**src/rtl/tmr_regif_pkg.sv**
```systemverilog
package tmr_regif_pkg;

    localparam int BYTE_W = 8;
    localparam int CNT_W  = 16;
    localparam int MODE_W = 3;

    typedef enum logic [1:0] {
        ACC_LATCH = 2'd0,
        ACC_LO    = 2'd1,
        ACC_HI    = 2'd2,
        ACC_WORD  = 2'd3
    } acc_e;

    typedef struct packed {
        acc_e               acc;
        logic [MODE_W-1:0]  mode;
        logic               bcd;
        logic               rd_hi;
        logic               wr_hi;
        logic [BYTE_W-1:0]  wr_hold;
        acc_e               snap;
        logic [CNT_W-1:0]   snap_val;
        logic               st_pend;
        logic [BYTE_W-1:0]  st_val;
        logic [CNT_W-1:0]   reload;
        logic               load;
    } chan_st_t;

endpackage

```
**src/rtl/tmr_regif_chan.sv**
```systemverilog
module tmr_regif_chan
    import tmr_regif_pkg::*;
(
    input  logic              clk,
    input  logic              rst_n,
    input  logic              ctl_wr,
    input  logic              rb_wr,
    input  logic              dat_wr,
    input  logic              dat_rd,
    input  logic [BYTE_W-1:0] wbyte,
    input  logic [CNT_W-1:0]  live,
    input  logic              out_lvl,
    output logic [BYTE_W-1:0] rd_byte,
    output logic [CNT_W-1:0]  reload,
    output logic              load,
    output logic [MODE_W-1:0] mode,
    output logic              bcd
);

    localparam int HI_LSB = CNT_W - BYTE_W;

    chan_st_t st_d, st_q;

    always_comb begin
        st_d      = st_q;
        st_d.load = 1'b0;

        if (ctl_wr) begin
            if (acc_e'(wbyte[5:4]) == ACC_LATCH) begin
                if (st_q.snap == ACC_LATCH) begin
                    st_d.snap     = st_q.acc;
                    st_d.snap_val = live;
                end
            end else begin
                st_d.acc   = acc_e'(wbyte[5:4]);
                st_d.mode  = wbyte[3:1];
                st_d.bcd   = wbyte[0];
                st_d.rd_hi = 1'b0;
                st_d.wr_hi = 1'b0;
            end
        end

        if (rb_wr) begin
            if (!wbyte[5] && st_q.snap == ACC_LATCH) begin
                st_d.snap     = st_q.acc;
                st_d.snap_val = live;
            end
            if (!wbyte[4] && !st_q.st_pend) begin
                st_d.st_pend = 1'b1;
                st_d.st_val  = {out_lvl, 1'b0, st_q.acc, st_q.mode, st_q.bcd};
            end
        end

        if (dat_wr) begin
            unique case (st_q.acc)
                ACC_LO: begin
                    st_d.reload = {{HI_LSB{1'b0}}, wbyte};
                    st_d.load   = 1'b1;
                end
                ACC_HI: begin
                    st_d.reload = {wbyte, {HI_LSB{1'b0}}};
                    st_d.load   = 1'b1;
                end
                default: begin
                    if (!st_q.wr_hi) begin
                        st_d.wr_hold = wbyte;
                        st_d.wr_hi   = 1'b1;
                    end else begin
                        st_d.reload = {wbyte, st_q.wr_hold};
                        st_d.load   = 1'b1;
                        st_d.wr_hi  = 1'b0;
                    end
                end
            endcase
        end

        if (dat_rd) begin
            if (st_q.st_pend) begin
                st_d.st_pend = 1'b0;
            end else if (st_q.snap == ACC_WORD) begin
                st_d.snap = ACC_HI;
            end else if (st_q.snap != ACC_LATCH) begin
                st_d.snap = ACC_LATCH;
            end else if (st_q.acc == ACC_WORD) begin
                st_d.rd_hi = ~st_q.rd_hi;
            end
        end
    end

    always_ff @(posedge clk) begin
        if (!rst_n) begin
            st_q      <= '0;
            st_q.acc  <= ACC_WORD;
            st_q.mode <= MODE_W'(3);
        end else begin
            st_q <= st_d;
        end
    end

    always_comb begin
        if (st_q.st_pend)
            rd_byte = st_q.st_val;
        else if (st_q.snap == ACC_LO || st_q.snap == ACC_WORD)
            rd_byte = st_q.snap_val[BYTE_W-1:0];
        else if (st_q.snap == ACC_HI)
            rd_byte = st_q.snap_val[CNT_W-1:HI_LSB];
        else if (st_q.acc == ACC_HI || (st_q.acc == ACC_WORD && st_q.rd_hi))
            rd_byte = live[CNT_W-1:HI_LSB];
        else
            rd_byte = live[BYTE_W-1:0];
    end

    assign reload = st_q.reload;
    assign load   = st_q.load;
    assign mode   = st_q.mode;
    assign bcd    = st_q.bcd;

endmodule

```
**src/rtl/tmr_regif.sv**
```systemverilog
module tmr_regif
    import tmr_regif_pkg::*;
#(
    parameter int             NCH      = 3,
    parameter int             ADDR_W   = 2,
    parameter logic [NCH-1:0] GATE_RST = NCH'(3'b011)
) (
    input  logic                  clk,
    input  logic                  rst_n,
    input  logic [ADDR_W-1:0]     bus_addr,
    input  logic                  bus_wr,
    input  logic                  bus_rd,
    input  logic [BYTE_W-1:0]     bus_wdata,
    output logic [BYTE_W-1:0]     bus_rdata,
    input  logic [NCH*CNT_W-1:0]  live_cnt,
    input  logic [NCH-1:0]        out_lvl,
    input  logic [NCH-1:0]        gate_i,
    output logic [NCH*CNT_W-1:0]  ch_reload,
    output logic [NCH-1:0]        ch_load,
    output logic [NCH*MODE_W-1:0] ch_mode,
    output logic [NCH-1:0]        ch_bcd,
    output logic [NCH-1:0]        ch_gate
);

    localparam logic [ADDR_W-1:0] CTL_ADDR = ADDR_W'(3);
    localparam logic [1:0]        SEL_RB   = 2'd3;

    logic              ctl_hit;
    logic              rb_hit;
    logic [BYTE_W-1:0] rd_byte [NCH];
    logic [NCH-1:0]    gate_d, gate_q;

    assign ctl_hit = bus_wr && bus_addr == CTL_ADDR;
    assign rb_hit  = ctl_hit && bus_wdata[7:6] == SEL_RB;

    for (genvar i = 0; i < NCH; i++) begin : g_ch
        tmr_regif_chan u_chan (
            .clk     (clk),
            .rst_n   (rst_n),
            .ctl_wr  (ctl_hit && bus_wdata[7:6] == 2'(i)),
            .rb_wr   (rb_hit && bus_wdata[i+1]),
            .dat_wr  (bus_wr && bus_addr == ADDR_W'(i)),
            .dat_rd  (bus_rd && bus_addr == ADDR_W'(i)),
            .wbyte   (bus_wdata),
            .live    (live_cnt[i*CNT_W +: CNT_W]),
            .out_lvl (out_lvl[i]),
            .rd_byte (rd_byte[i]),
            .reload  (ch_reload[i*CNT_W +: CNT_W]),
            .load    (ch_load[i]),
            .mode    (ch_mode[i*MODE_W +: MODE_W]),
            .bcd     (ch_bcd[i])
        );
    end

    always_comb begin
        bus_rdata = '1;
        for (int i = 0; i < NCH; i++) begin
            if (bus_addr == ADDR_W'(i))
                bus_rdata = rd_byte[i];
        end
    end

    always_comb gate_d = gate_i;

    always_ff @(posedge clk) begin
        if (!rst_n) gate_q <= GATE_RST;
        else        gate_q <= gate_d;
    end

    assign ch_gate = gate_q;

endmodule

```
**config.mk**
```make
export PLATFORM = sky130hd
export DESIGN_NAME = tmr_regif
export DESIGN_NICKNAME = d
export VERILOG_FILES = /design/src/rtl/tmr_regif_pkg.sv /design/src/rtl/tmr_regif_chan.sv /design/src/rtl/tmr_regif.sv
export SDC_FILE = /design/constraint.sdc
export NUM_CORES = 1
export LEC_CHECK = 0
export BUFFER_PORTS_ARGS = -buffer_cell sky130_fd_sc_hd__buf_2
export CAP_MARGIN = 10
export CORE_MARGIN = 10
export CORE_UTILIZATION = 57
export DETAILED_ROUTE_END_ITERATION = 12
export PLACE_DENSITY_LB_ADDON = 0.2
export SLEW_MARGIN = 0
export SYNTH_ARGS = -nofsm -noshare
export SYNTH_HDL_FRONTEND = slang
export SYNTH_HIERARCHICAL = 1
export SYNTH_SLANG_ARGS = --single-unit
```
**constraint.sdc**
```tcl
create_clock -name clk -period 2.6 [get_ports clk]
set_clock_uncertainty 0.1 [all_clocks]
set_input_delay 0.26 -clock clk [delete_from_list [all_inputs] [get_ports clk]]
set_output_delay 0.26 -clock clk [all_outputs]
set_load 0.005 [all_outputs]
```
==> results.tsv <==
metric	value	unit
status	complete, no violations	
Fillers	1363	
via count of the first global-routing pass	6983	
initial antenna violation count	3	
Max IR drop VDD	462	uV
Syn-to-layout area delta	13.0	%
Post-Syn Instances	1003	
Largest delay share family, worst path	compound AO/OA/AOI/OAI gates	
DRT Wirelength	23.6	mm
share of the synthesized area in the top cell type	39.0	%
Max Cap Viol	0	
FFs w/ async S/R, synth	0	%
Rows	46	
Main synth FF type	dfxtp_1	
Place WS	0.200	ns
Port Buffers	141	
Placer Congestion	0.898	
largest area contributor in the synthesized netlist	dfxtp_1	
pwr dens	567	nW/um^2
worst-margin pin slew	1.21	ns
Core Area	15900	sq um
Pwr Total	5.92	mW
Synth Net Count	1080	
via/cell ratio	5.67	
H-tree levels	4	
Inserted Clock Buffers	17	
Die Span Y	147	microns
register area share after synthesis	39.0	%
CP required	2.24	ns
Post-DP HPWL	16.0	mm
Final Hold Fails	0	
top cells by area, synth	dfxtp_1, mux2i_1, nor2b_1, nand3_1, buf_4	
Max stage delay on crit path	0.38	ns
setup TNS	0	ns
Synth Cell Area	9240	sq um
Final Cycle Share	98.1	%
most common cell in the synthesized netlist	dfxtp_1	
CTS tree	yes	
non-filler cells, final	1305	
Clock Pin Slew Worst Setup and Hold Paths	0.07	ns
CP cell instances	nor2b_2 -> a221oi_1 -> a32oi_2 -> mux2_4 -> o22a_1 -> buf_2	
Max Slew Vio Count	0	
Final ANT Viol Nets	0	
fmax	392	MHz
Data arrival, critical path	2.19	ns
Hold Worst Slack	0.00873	ns
WL per Instance	18.1	microns
Remaining DRCs	0	
Total Die Area	21700	sq um
FF+latch count, synth	180	
# IOs	142	
clk_lat worst skew	0.43	ns
clk root buf	clkbuf_16	
initial DRC count	495	
Setup WS post-layout	0.0497	ns
critical path class	register to output pin	
first-pass GRT wire length	37.6	mm
Critical Path Source Type	register	
Inst Count DP	1260	
Final Critical Period	2.55	ns
slew margin rel.	19.6	%
Die X	147	microns
synth warn	6	
gr ovfl total	0	
layout cell share with drive strength beyond 1	25.6	%
Via Count	7394	
syn_area_per_cell	9.21	sq um
crit path capture type	output pin	
Synth cell types	47	
CP Buf/Inv Count	1	
Pleak	4.77	nW
setup violators final	0	
Final #Nets	1152	
effective utilization at floorplan	58.2	%
Hold Crit Class	input pin to register	
CP max FO	7	
slowest stage cell, crit path	dfxtp_1	
Commonest cells post-synth	dfxtp_1, nand3_1, nor2b_1, nand2_1, mux2i_1	
Total GRT Usage	21.0	%
first drt pass iteration count	7	
largest net degree at the start of global routing	68	
Post-synth EDFFs	0	
sinks on the clock net	180	
maximum clock insertion buffer count	2	
==> where the power goes <==
group	switching (mW)	internal (mW)
combinational	0.299	0.266
sequential	0.0355	2.79
clock	1.10	1.43
==> registers in the layout, indices dropped and copies added (netlist names) <==
name / count
ch_gate: 3
g_ch.u_chan/bcd: 3
g_ch.u_chan/load: 3
g_ch.u_chan/mode: 9
g_ch.u_chan/reload: 48
g_ch.u_chan/st_q: 114
==> worst reg2reg max path, stage by stage, from the launching register on <==
cell and delay [ns]:
dfxtp_1 0.42, inv_1 0.08, ha_1 0.35, o31ai_2 0.60
nand2_1 0.10, a21boi_0 0.19
==> repair_timing <==
item | in CTS | in global routing
hold buffers | 8 | 0
setup buffers | 0 | 4
pin swaps | 4 | 6
endpoints found under the setup margin | 8 | 8
hold endpoints to repair | 8 | 0
gates resized for setup | 26 | 19
==> placed cells by master (no fill, tap or decap), types with 8 or more instances in the layout <==
cell type	n
o21ai_2	9
dfxtp_1	171
a32oi_2	8
o211ai_2	8
a21oi_1	19
o21ai_0	9
mux2i_1	87
nor2b_1	96
nand3_1	103
inv_1	39
nor2_1	19
a21boi_0	20
o211ai_1	16
nand2_1	95
a32oi_1	13
buf_4	27
clkbuf_16	17
a221oi_1	17
dlygate4sd3_1	8
buf_2	140
o22a_1	8
o211a_1	24
and2_1	16
==> final cells by class <==
cell class | instances | area (sq um) | share of cell area [%]
diodes | 1 | 2.50 | 0.0240
well taps | 216 | 270 | 2.59
flip-flops and latches | 180 | 3620 | 34.7
inverters | 39 | 146 | 1.40
clock inverters | 9 | 96.3 | 0.923
multi-input cells | 657 | 4750 | 45.5
repair buffers | 180 | 1070 | 10.2
clock buffers | 23 | 488 | 4.67
==> routing by layer <==
metal	track usage, %	wire [microns]
met5	0	27
met3	6.23	1750
met2	31.9	10600
met1	28.3	10800
met4	5.35	334
==> path summary, 6_finish.rpt <==
path | start | to | slack (ns) | cells past startpoint
hold / removal | live_cnt[43] | g_ch[2].u_chan/st_q[37] | 0.009 | 3
setup / recovery | g_ch[1].u_chan/st_q[43] | bus_rdata[1] | 0.05 | 6
setup reg to reg | g_ch[2].u_chan/st_q[59] | g_ch[2].u_chan/reload[8] | 0.68 | 5
hold reg to reg | g_ch[0].u_chan/reload[13] | g_ch[0].u_chan/reload[13] | 0.35 | 2
==> kinds of logic after synthesis <==
logic type,Yosys count,share of synthesized area (%)
flops,180,39.0
mux,98,10.9
buf+inv,166,11.3
compound gates,185,16.6
simple gates,365,21.0
fa+ha+maj,9,1.22
==> through the flow <==
stage	area [sq um]	util, %
finish	10400	65.7
global route	10400	65.7
CTS	10300	65.0
detailed placement	9550	60.1
global placement	9550	60.1
floorplan	9240	-
No activity file was read; power rests on OpenSTA's default activity.
